--- config.mk ---
export PLATFORM = sky130hd
export DESIGN_NAME = spike_router
export DESIGN_NICKNAME = d
export VERILOG_FILES = /design/src/rtl/spkr_pkg.sv /design/src/rtl/spkr_rr_arb.sv /design/src/rtl/spkr_tables.sv /design/src/rtl/spkr_fanout.sv /design/src/rtl/spike_router.sv
export SDC_FILE = /design/constraint.sdc
export NUM_CORES = 1
export LEC_CHECK = 0
export ABC_AREA = 1
export BUFFER_PORTS_ARGS = -buffer_cell sky130_fd_sc_hd__buf_2
export CAP_MARGIN = 10
export CELL_PAD_IN_SITES_DETAIL_PLACEMENT = 0
export CELL_PAD_IN_SITES_GLOBAL_PLACEMENT = 1
export CORE_UTILIZATION = 37
export DETAILED_ROUTE_END_ITERATION = 8
export PLACE_DENSITY_LB_ADDON = 0.1
export SLEW_MARGIN = 20
export SYNTH_ARGS = -nofsm -noshare
export SYNTH_HDL_FRONTEND = slang
export SYNTH_SLANG_ARGS = --single-unit
export TNS_END_PERCENT = 100
--- constraint.sdc ---
create_clock -name clk -period 4.3 [get_ports clk]
set_clock_uncertainty 0.2 [all_clocks]
set_input_delay 1.29 -clock clk [delete_from_list [all_inputs] [get_ports clk]]
set_output_delay 1.29 -clock clk [all_outputs]
set_load 0.05 [all_outputs]
--- src/rtl/spkr_pkg.sv ---
package spkr_pkg;
  typedef enum logic {
    CFG_SRC_MAP = 1'b0,
    CFG_SYNAPSE = 1'b1
  } cfg_kind_e;
endpackage

--- src/rtl/spkr_rr_arb.sv ---
module spkr_rr_arb #(
  parameter int N_SRC = 16,
  localparam int SRC_W = (N_SRC > 1) ? $clog2(N_SRC) : 1
) (
  input  logic             clk,
  input  logic             rst,
  input  logic [N_SRC-1:0] req_in,
  input  logic             take,
  output logic             gnt_fire,
  output logic [SRC_W-1:0] gnt_idx
);
  logic [N_SRC-1:0] pend_q;
  logic [SRC_W-1:0] ptr_q;
  logic             any_pend;
  logic [N_SRC-1:0] clr_mask;

  always_comb begin
    any_pend = 1'b0;
    gnt_idx  = '0;
    for (int i = 0; i < N_SRC; i++) begin
      automatic int j = int'(ptr_q) + i;
      if (j >= N_SRC) j = j - N_SRC;
      if (!any_pend && pend_q[j]) begin
        any_pend = 1'b1;
        gnt_idx  = SRC_W'(j);
      end
    end
  end

  assign gnt_fire = any_pend && take;

  always_comb begin
    clr_mask = '0;
    if (gnt_fire) clr_mask[gnt_idx] = 1'b1;
  end

  always_ff @(posedge clk) begin
    if (rst) begin
      pend_q <= '0;
      ptr_q  <= '0;
    end else begin
      pend_q <= (pend_q & ~clr_mask) | req_in;
      if (gnt_fire)
        ptr_q <= (int'(gnt_idx) == N_SRC-1) ? '0 : gnt_idx + 1'b1;
    end
  end
endmodule

--- src/rtl/spkr_tables.sv ---
module spkr_tables
  import spkr_pkg::*;
#(
  parameter int N_SRC     = 16,
  parameter int FANOUT    = 4,
  parameter int TBL_DEPTH = 32,
  parameter int DEST_W    = 8,
  parameter int WGT_W     = 8,
  localparam int SRC_W  = (N_SRC > 1) ? $clog2(N_SRC) : 1,
  localparam int TBL_AW = (TBL_DEPTH > 1) ? $clog2(TBL_DEPTH) : 1,
  localparam int CNT_W  = $clog2(FANOUT + 1),
  localparam int CFG_AW = (SRC_W > TBL_AW) ? SRC_W : TBL_AW,
  localparam int CFG_W  = (DEST_W + WGT_W > TBL_AW + CNT_W + 1) ? DEST_W + WGT_W : TBL_AW + CNT_W + 1
) (
  input  logic              clk,
  input  logic              rst,
  input  logic              cfg_we,
  input  logic              cfg_kind,
  input  logic [CFG_AW-1:0] cfg_addr,
  input  logic [CFG_W-1:0]  cfg_wdata,
  input  logic [SRC_W-1:0]  rd_src,
  output logic [TBL_AW-1:0] rd_base,
  output logic [CNT_W-1:0]  rd_cnt,
  input  logic [TBL_AW-1:0] rd_idx,
  output logic [DEST_W-1:0] rd_dest,
  output logic [WGT_W-1:0]  rd_wgt
);
  localparam logic [CFG_AW:0] SRC_LIM = (CFG_AW+1)'(N_SRC);
  localparam logic [CFG_AW:0] TBL_LIM = (CFG_AW+1)'(TBL_DEPTH);
  localparam logic [CNT_W:0]  FO_LIM  = (CNT_W+1)'(FANOUT);

  logic [TBL_AW-1:0] base_mem [N_SRC];
  logic [CNT_W-1:0]  cnt_mem  [N_SRC];
  logic [DEST_W-1:0] dest_mem [TBL_DEPTH];
  logic [WGT_W-1:0]  wgt_mem  [TBL_DEPTH];

  logic             src_wr, syn_wr;
  logic [CNT_W:0]   cnt_field;
  logic [CNT_W-1:0] cnt_clamped;

  assign src_wr      = cfg_we && (cfg_kind == CFG_SRC_MAP) && ({1'b0, cfg_addr} < SRC_LIM);
  assign syn_wr      = cfg_we && (cfg_kind == CFG_SYNAPSE) && ({1'b0, cfg_addr} < TBL_LIM);
  assign cnt_field   = cfg_wdata[TBL_AW +: CNT_W+1];
  assign cnt_clamped = (cnt_field > FO_LIM) ? FO_LIM[CNT_W-1:0] : cnt_field[CNT_W-1:0];

  always_ff @(posedge clk) begin
    if (rst) begin
      for (int i = 0; i < N_SRC; i++) cnt_mem[i] <= '0;
    end else if (src_wr) begin
      cnt_mem[cfg_addr[SRC_W-1:0]] <= cnt_clamped;
    end
  end

  always_ff @(posedge clk) begin
    if (src_wr) base_mem[cfg_addr[SRC_W-1:0]] <= cfg_wdata[TBL_AW-1:0];
  end

  always_ff @(posedge clk) begin
    if (syn_wr) begin
      wgt_mem[cfg_addr[TBL_AW-1:0]]  <= cfg_wdata[WGT_W-1:0];
      dest_mem[cfg_addr[TBL_AW-1:0]] <= cfg_wdata[WGT_W +: DEST_W];
    end
  end

  assign rd_base = base_mem[rd_src];
  assign rd_cnt  = cnt_mem[rd_src];
  assign rd_dest = dest_mem[rd_idx];
  assign rd_wgt  = wgt_mem[rd_idx];
endmodule

--- src/rtl/spkr_fanout.sv ---
module spkr_fanout #(
  parameter int N_SRC     = 16,
  parameter int FANOUT    = 4,
  parameter int TBL_DEPTH = 32,
  parameter int DEST_W    = 8,
  parameter int WGT_W     = 8,
  localparam int SRC_W  = (N_SRC > 1) ? $clog2(N_SRC) : 1,
  localparam int TBL_AW = (TBL_DEPTH > 1) ? $clog2(TBL_DEPTH) : 1,
  localparam int CNT_W  = $clog2(FANOUT + 1)
) (
  input  logic              clk,
  input  logic              rst,
  input  logic              gnt_fire,
  input  logic [SRC_W-1:0]  gnt_src,
  input  logic [TBL_AW-1:0] gnt_base,
  input  logic [CNT_W-1:0]  gnt_cnt,
  output logic              idle,
  output logic [TBL_AW-1:0] rd_idx,
  input  logic [DEST_W-1:0] rd_dest,
  input  logic [WGT_W-1:0]  rd_wgt,
  input  logic [N_SRC-1:0]  err_flag,
  input  logic              out_ready,
  output logic              out_valid,
  output logic [DEST_W-1:0] out_dest,
  output logic [WGT_W-1:0]  out_weight,
  output logic [SRC_W-1:0]  out_src,
  output logic              out_last
);
  logic              busy_q;
  logic [SRC_W-1:0]  src_q;
  logic [TBL_AW-1:0] idx_q;
  logic [CNT_W-1:0]  rem_q;
  logic              load;

  assign idle   = !busy_q;
  assign rd_idx = idx_q;
  assign load   = busy_q && (!out_valid || out_ready);

  always_ff @(posedge clk) begin
    if (rst) begin
      busy_q     <= 1'b0;
      src_q      <= '0;
      idx_q      <= '0;
      rem_q      <= '0;
      out_valid  <= 1'b0;
      out_dest   <= '0;
      out_weight <= '0;
      out_src    <= '0;
      out_last   <= 1'b0;
    end else begin
      if (out_valid && out_ready) out_valid <= 1'b0;
      if (load) begin
        out_valid  <= 1'b1;
        out_dest   <= rd_dest;
        out_weight <= err_flag[src_q] ? '0 : rd_wgt;
        out_src    <= src_q;
        out_last   <= (rem_q == CNT_W'(1));
        idx_q      <= (int'(idx_q) == TBL_DEPTH-1) ? '0 : idx_q + 1'b1;
        rem_q      <= rem_q - 1'b1;
        if (rem_q == CNT_W'(1)) busy_q <= 1'b0;
      end
      if (gnt_fire && (gnt_cnt != '0)) begin
        busy_q <= 1'b1;
        src_q  <= gnt_src;
        idx_q  <= gnt_base;
        rem_q  <= gnt_cnt;
      end
    end
  end
endmodule

--- src/rtl/spike_router.sv ---
module spike_router
  import spkr_pkg::*;
#(
  parameter int N_SRC     = 16,
  parameter int FANOUT    = 4,
  parameter int TBL_DEPTH = 32,
  parameter int DEST_W    = 8,
  parameter int WGT_W     = 8,
  localparam int SRC_W  = (N_SRC > 1) ? $clog2(N_SRC) : 1,
  localparam int TBL_AW = (TBL_DEPTH > 1) ? $clog2(TBL_DEPTH) : 1,
  localparam int CNT_W  = $clog2(FANOUT + 1),
  localparam int CFG_AW = (SRC_W > TBL_AW) ? SRC_W : TBL_AW,
  localparam int CFG_W  = (DEST_W + WGT_W > TBL_AW + CNT_W + 1) ? DEST_W + WGT_W : TBL_AW + CNT_W + 1
) (
  input  logic              clk,
  input  logic              rst,
  input  logic [N_SRC-1:0]  spike_req,
  input  logic [N_SRC-1:0]  err_flag,
  input  logic              cfg_we,
  input  logic              cfg_kind,
  input  logic [CFG_AW-1:0] cfg_addr,
  input  logic [CFG_W-1:0]  cfg_wdata,
  output logic              out_valid,
  input  logic              out_ready,
  output logic [DEST_W-1:0] out_dest,
  output logic [WGT_W-1:0]  out_weight,
  output logic [SRC_W-1:0]  out_src,
  output logic              out_last
);
  logic              take, gnt_fire;
  logic [SRC_W-1:0]  gnt_idx;
  logic [TBL_AW-1:0] map_base, rd_idx;
  logic [CNT_W-1:0]  map_cnt;
  logic [DEST_W-1:0] syn_dest;
  logic [WGT_W-1:0]  syn_wgt;

  spkr_rr_arb #(.N_SRC(N_SRC)) arb_i (
    .clk(clk), .rst(rst), .req_in(spike_req), .take(take),
    .gnt_fire(gnt_fire), .gnt_idx(gnt_idx)
  );

  spkr_tables #(
    .N_SRC(N_SRC), .FANOUT(FANOUT), .TBL_DEPTH(TBL_DEPTH),
    .DEST_W(DEST_W), .WGT_W(WGT_W)
  ) tbl_i (
    .clk(clk), .rst(rst), .cfg_we(cfg_we), .cfg_kind(cfg_kind),
    .cfg_addr(cfg_addr), .cfg_wdata(cfg_wdata),
    .rd_src(gnt_idx), .rd_base(map_base), .rd_cnt(map_cnt),
    .rd_idx(rd_idx), .rd_dest(syn_dest), .rd_wgt(syn_wgt)
  );

  spkr_fanout #(
    .N_SRC(N_SRC), .FANOUT(FANOUT), .TBL_DEPTH(TBL_DEPTH),
    .DEST_W(DEST_W), .WGT_W(WGT_W)
  ) fan_i (
    .clk(clk), .rst(rst), .gnt_fire(gnt_fire), .gnt_src(gnt_idx),
    .gnt_base(map_base), .gnt_cnt(map_cnt), .idle(take), .rd_idx(rd_idx),
    .rd_dest(syn_dest), .rd_wgt(syn_wgt), .err_flag(err_flag),
    .out_ready(out_ready), .out_valid(out_valid), .out_dest(out_dest),
    .out_weight(out_weight), .out_src(out_src), .out_last(out_last)
  );
endmodule

* Word level (Yosys, flattened, before mapping)
Memories as Yosys holds them, arrays and structs flattened. A register that Yosys moved wholly into a read port is not among the register bits.
Cells that the tools add are included.
** Word-level totals
- Bits in registers :: 47
- RAM bits :: 640
- Input bits :: 58
- Output and inout port bits :: 22
- Word-level logic and storage cells :: 266
- Memories kept :: 4
** Memory list
- tbl_i.dest_mem :: words 32, bits a word 8, rd ports 1, clocked after Yosys merged registers in 1, write ports 1, RTL line spkr_tables.sv:34 : logic [DEST_W-1:0] dest_mem [TBL_DEPTH];
- tbl_i.wgt_mem :: words 32, bits a word 8, rd ports 1, clocked after Yosys merged registers in 1, write ports 1, RTL line spkr_tables.sv:35 : logic [WGT_W-1:0] wgt_mem [TBL_DEPTH];
- tbl_i.base_mem :: words 16, bits a word 5, rd ports 1, clocked after Yosys merged registers in 0, write ports 1, RTL line spkr_tables.sv:32 : logic [TBL_AW-1:0] base_mem [N_SRC];
- tbl_i.cnt_mem :: words 16, bits a word 3, rd ports 1, clocked after Yosys merged registers in 0, write ports 16, RTL line spkr_tables.sv:33 : logic [CNT_W-1:0] cnt_mem [N_SRC];
** Cells by class
- Add/sub/neg operators :: 34
- Order comparisons :: 37
- Eq/ne operators :: 3
- Multiplexer cells :: 127
- Bitwise logic cells :: 4
- Reduce and logical (&&, ||, !) cells :: 47
** Operators with widths (count)
- $lt A32 B6 Y1 const B :: 16
- $mux W32 :: 16
- $ge A32 B6 Y1 const B :: 15
- $sub A32 B6 Y32 const B :: 15
- $mux W4 :: 18
- $bmux W1 S4 :: 17
- $mux W1 :: 64
- $add A4 B4 Y5 const B :: 8
- $mux W5 :: 5
- $logic_and A1 B1 Y1 :: 23
- $add A4 B3 Y5 const B :: 4
- $logic_not A1 Y1 :: 17
- $and A16 B16 Y16 :: 1
- $mux W16 :: 1
- $not A16 Y16 :: 1
- $or A16 B16 Y16 :: 1
- $mux W3 :: 4
- $add A4 B2 Y5 const B :: 2
- $lt A4 B5 Y1 const B :: 2
- $mux W8 :: 1
- $reduce_bool A2 Y1 :: 3
- $sub A4 B5 Y6 const B :: 1
- $add A4 B1 Y5 const B :: 1
- $add A5 B1 Y5 const B :: 1
- 15 further kinds :: 15

* Depth between registers and ports, before layout
- Depth in word-level cells :: 59
- Gate-level depth with buffers :: 37
- Mapped depth without buffers :: 33

* Modules after synthesis
From an unflattened synthesis, not the netlist that was laid out.
** Second synthesis, totals
- Cells, all modules :: 3021
- Area total of the unflattened synthesis :: 31006.0 µm²
** By module, submodules not included
- spkr_tables :: instances 1, cells an instance 2309, area each 26649.3 µm², sequential area each 19218.4 µm²
- spkr_rr_arb :: instances 1, cells an instance 483, area each 2652.5 µm², sequential area each 400.4 µm²
- spkr_fanout :: instances 1, cells an instance 229, area each 1704.1 µm², sequential area each 700.7 µm²

* Worst setup path before layout
Ideal clock, no wire load.
- Kind :: register to register
- Start :: register arb_i.ptr_q[1]
- End :: register arb_i.ptr_q[2]
- Setup time :: 0.086 ns
- Arrival time :: 4.291 ns
- Data required time :: 4.014 ns
- Slack :: -0.277 ns
- Cell stages (with the launch flop) :: 34
- Buffers on the path :: 5
- Clock period less this slack :: 4.577 ns
- Cells stage by stage :: dfxtp_1 buf_2 clkinv_1 buf_4 ha_1 inv_1 buf_2 nand3_1 nand3_1 nand2_1 nand2_1 nand2_2 nor2_8 nand4_2 nor2_4 nand4_4 nor2_4 nand2_1 nor2_1 nand2_1 nand3_1 nor2_1 nand2_2 nor2_2 nor2_4 buf_4 buf_2 ha_1 inv_1 nor2_1 inv_1 o21ai_0 a21oi_1 a211oi_1
** Between the ends
- Longest elaborated chain between the ends :: 53
- Elaborated cells on any way between the ends :: 177
- Classes of those cells :: 32 x add/sub; 16 x order compare; 1 x eq/ne; 97 x mux; 31 x reduce/logical
** RTL lines
- from (decl) :: RTL line spkr_rr_arb.sv:13 : logic [SRC_W-1:0] ptr_q;
- from (signal assigned) :: RTL line spkr_rr_arb.sv:44 : ptr_q <= (int'(gnt_idx) == N_SRC-1) ? '0 : gnt_idx + 1'b1;
- parallel branches: the longest is 50 deep, another holds $sub A32 B6 Y32
- $mux W4 * :: RTL line spkr_rr_arb.sv:23 : if (!any_pend && pend_q[j]) begin
- net arb_i.gnt_idx[1] :: RTL line spkr_rr_arb.sv:10 : output logic [SRC_W-1:0] gnt_idx
- $add A4 B1 Y4 or $eq A4 B1 Y1 (tied branches) :: RTL line spkr_rr_arb.sv:44
- $mux W4 * :: RTL line spkr_rr_arb.sv:44
Mark *: on every way through the listed nets, which the timed path passes. The select of a mux whose other input is x is not followed.
A chain may end at the register's enable or synchronous reset.

==> results.yml <==
finish:
  layout-drive-gt1-share_pct: 20.27
  final_nets: 3023
  stdcell_count: 4072
  synthToLayoutAreaGrowth_pct: 21.53
  stdcell_area_mm2: 0.03683
synth:
  synth.top_cells.by_count: "640 x edfxtp_1, 389 x nand2_1, 314 x nor2_1"
  syn_area_per_cell_um2: 11.19
  yosys_warnings: 0
  synth_cell_type_count: 46
  syn_nets: 2780
  synth_top_cell_area_share_pct: 63.42
  ys_seq_area_share_pct: 67.39
  yosysMostFrequentCell: "edfxtp_1"
  ys_seq_elements: 700
  synth-edff-count: 640
  yosysTopAreaCell: "edfxtp_1"
  ys.flop_type: "edfxtp_1"
  synth_area_mm2: 0.03030
  syn_inst: 2707
  synthTopCellsByArea: "edfxtp_1 63%, nand2_1 4.8%, o21ai_0 4.7%"
  synthArstFlopShare_pct: 0
worst_setup_path:
  crit_required_ps: 4570
  end_kind: "register"
  critPathBufInv: 5
  crit_fanout: 11
  critical_path_class: "reg -> reg"
  cp_slowest_cell: "dfxtp_4"
  startpoint_type: "register"
  crit_top_cell: "nor2_4"
  cp_top_family: "simple AND/OR/NAND/NOR gates"
  worst_ep_arrival_time_ps: 4650
  crit_path_max_incr_delay_ps: 380
floorplanning:
  ios: 80
  rows: 104
  die-area_mm2: 0.08304
  fp.coreArea_mm2: 0.08081
  die_w_um: 288.2
  start_util_pct: 37.50
  die_y_um: 288.2
routing:
  wl_um: 90500
  drt_pass1_iterations: 9
  via_count: 21460
  route.detailed.drc: 5
  final_antenna_net_count: 0
  wl_per_cell_um: 22.22
  vias_per_cell: 5.269
  first_iter_violations: 1492
global_routing:
  antenna_found_initial: 2
  grt_max_degree: 81
  track_usage_pct: 21.78
  gr-total-overflow: 0
  grt_pass1_wl_um: 134300
  grt_pass1_vias: 21440
clock_network:
  clockRootBuffer: "clkbuf_16"
  htree_num_levels: 3
  worstSkewPairLatency_ps: 610
  cts.clk_slew.worst_paths_ps: 60
  holdBufCountCts: 0
  cts_tree: "built"
  clock_sinks: 700
  cts-buffers-inserted: 80
  ctsLongestPathBuffers: 3
sta:
  slew_headroom_pct: 30.61
  fin_ws_ps: -81.73
  rsz0062_at_grt: "true"
  min_period_ps: 4382
  maxSlewViolCount: 0
  setup_viol: 14
  period_share_pct: 101.9
  fmax_ghz: 0.2282
  hold_violations: 0
  worstMarginPinSlew_ps: 1041
power:
  p_int_mw: 17.84
  p_seq_share_pct: 25.8
  powerDensity_mw_per_mm2: 838.5
  power.switching_mw: 13.04
  vdd_drop_max_mv: 0.6342
  p_comb_share_pct: 52.9
  clock_power_share_pct: 21.3
  fin_total_pwr_mw: 30.88
  swShare_pct: 42.23
  p_leak_nw: 13.35
placed_design:
  gp_congestion: 0.8818
  placed_cell_area_mm2: 0.03303
  hpwl_um: 56700
  post-place-cells: 3885
  portBuffers: 79
job:
  drv_cap: 0
hold_path:
  hold_path.class: "reg -> reg"
outcome:
  violations: "DRC, setup timing"
  status: "finished, violations left"
[power groups by stage]
stage	clock [mW]	sequential, mW	combinational (mW)
after floorplan	0	8.19	7.91
after global placement	0	8.11	13.4
after detailed placement	0	8.11	13.4
after CTS	6.71	7.97	14.5
after global routing	6.98	8.01	17.8
final	6.56	7.97	16.3
[registers in the layout, indices dropped and copies added (netlist names), 3 cells and up, named ones only]
signal	flops
tbl_i.dest_mem	256
tbl_i.wgt_mem	256
tbl_i.base_mem	80
tbl_i.cnt_mem	48
arb_i.pend_q	16
fan_i.out_dest	8
fan_i.out_weight	8
fan_i.rd_idx	5
arb_i.ptr_q	4
fan_i.out_src	4
fan_i.src_q	4
fan_i.rem_q	3
[final timing paths]
path / start / endpoint / slack (ps) / depth (start not counted)
max: arb_i.ptr_q[1] / register / -80 / 29
min: arb_i.pend_q[3] / arb_i.pend_q[3] / 280 / 2
max reg2reg: arb_i.ptr_q[1] / register / -80 / 29
min reg2reg: arb_i.pend_q[3] / arb_i.pend_q[3] / 280 / 2
[logic make-up (layout without fill, tap and decap cells)]
family                     Yosys count  count (layout)  synth area share (%)
other                                0               2                     0
and+or+nand+nor                    982             982                 13.96
buffers and inverters              333             636                 4.373
xor gates and xnor gates            11              11                0.3428
adders and majority gates           15              15                0.6194
AOI/OAI and AO/OA                  598             598                 11.07
DFF                                700             700                 67.39
muxes                               68              68                 2.246
[layer usage]
metal	routed length [um]	up-vias	track usage [%]
met5	0	-	0
met1	39330	10740	28.39
met2	45180	457	37.64
met4	2032	0	5.847
li1	-	10150	-
met3	3955	112	3.404
[cell type report]
type | instances | area [um^2]
antenna | 2 | 5.005
sequential | 700 | 20440
clock buffer | 98 | 2143
clock inverter | 44 | 384.1
timing repair inverter | 1 | 6.256
timing repair buffer | 312 | 2482
multi-input combinational | 1674 | 9338
fill | 7441 | 43980
inverter | 181 | 700.7
tap | 1060 | 1326
[cell usage in the layout, fill, tap and decap left out, drive strengths merged, types with 2 or more instances in the layout]
cell type,synthesis,routed
o21ai,297,297
o21a,4,4
diode,0,2
o32ai,5,5
a31oi,5,5
nand3,224,224
a21oi,135,135
bufinv,0,5
mux2i,68,68
nor3,3,3
clkinv,4,38
ha,15,15
inv,177,180
clkinvlp,0,3
o211ai,70,70
a211oi,2,2
clkbuf,103,100
nand4,18,18
buf,49,310
nor2,329,329
o221ai,6,6
nand3b,7,7
dfxtp,60,60
o22ai,70,70
o31ai,2,2
o21bai,2,2
nand2,398,398
or2,2,2
xnor2,3,3
xor2,8,8
edfxtp,640,640
[through the flow]
stage                     utilization [%]  hold WS (ps)  setup WS [ps]  TNS, ps
after CTS                           44.54         287.6         0.3983        0
after floorplan                         -         257.0          28.28        0
after detailed placement            40.88         279.0         -226.9    -3732
final                               45.57         275.7         -81.73   -650.5
after global placement              40.88         269.4         -176.2    -2655
after global routing                45.57         311.7         -293.3    -5486
[tightest hold or removal path, cell delays in order (launching register included)]
cell and delay [ps]:
dfxtp_1 320, o21ai_2 50, a21oi_1 50
[what timing repair did]
item,CTS,global route
gates cloned,2,3
pin swaps,7,73
setup buffers,16,24
endpoints found under the setup margin,22,38
gates resized for setup,51,158
Power figures use the tool's default switching activity.
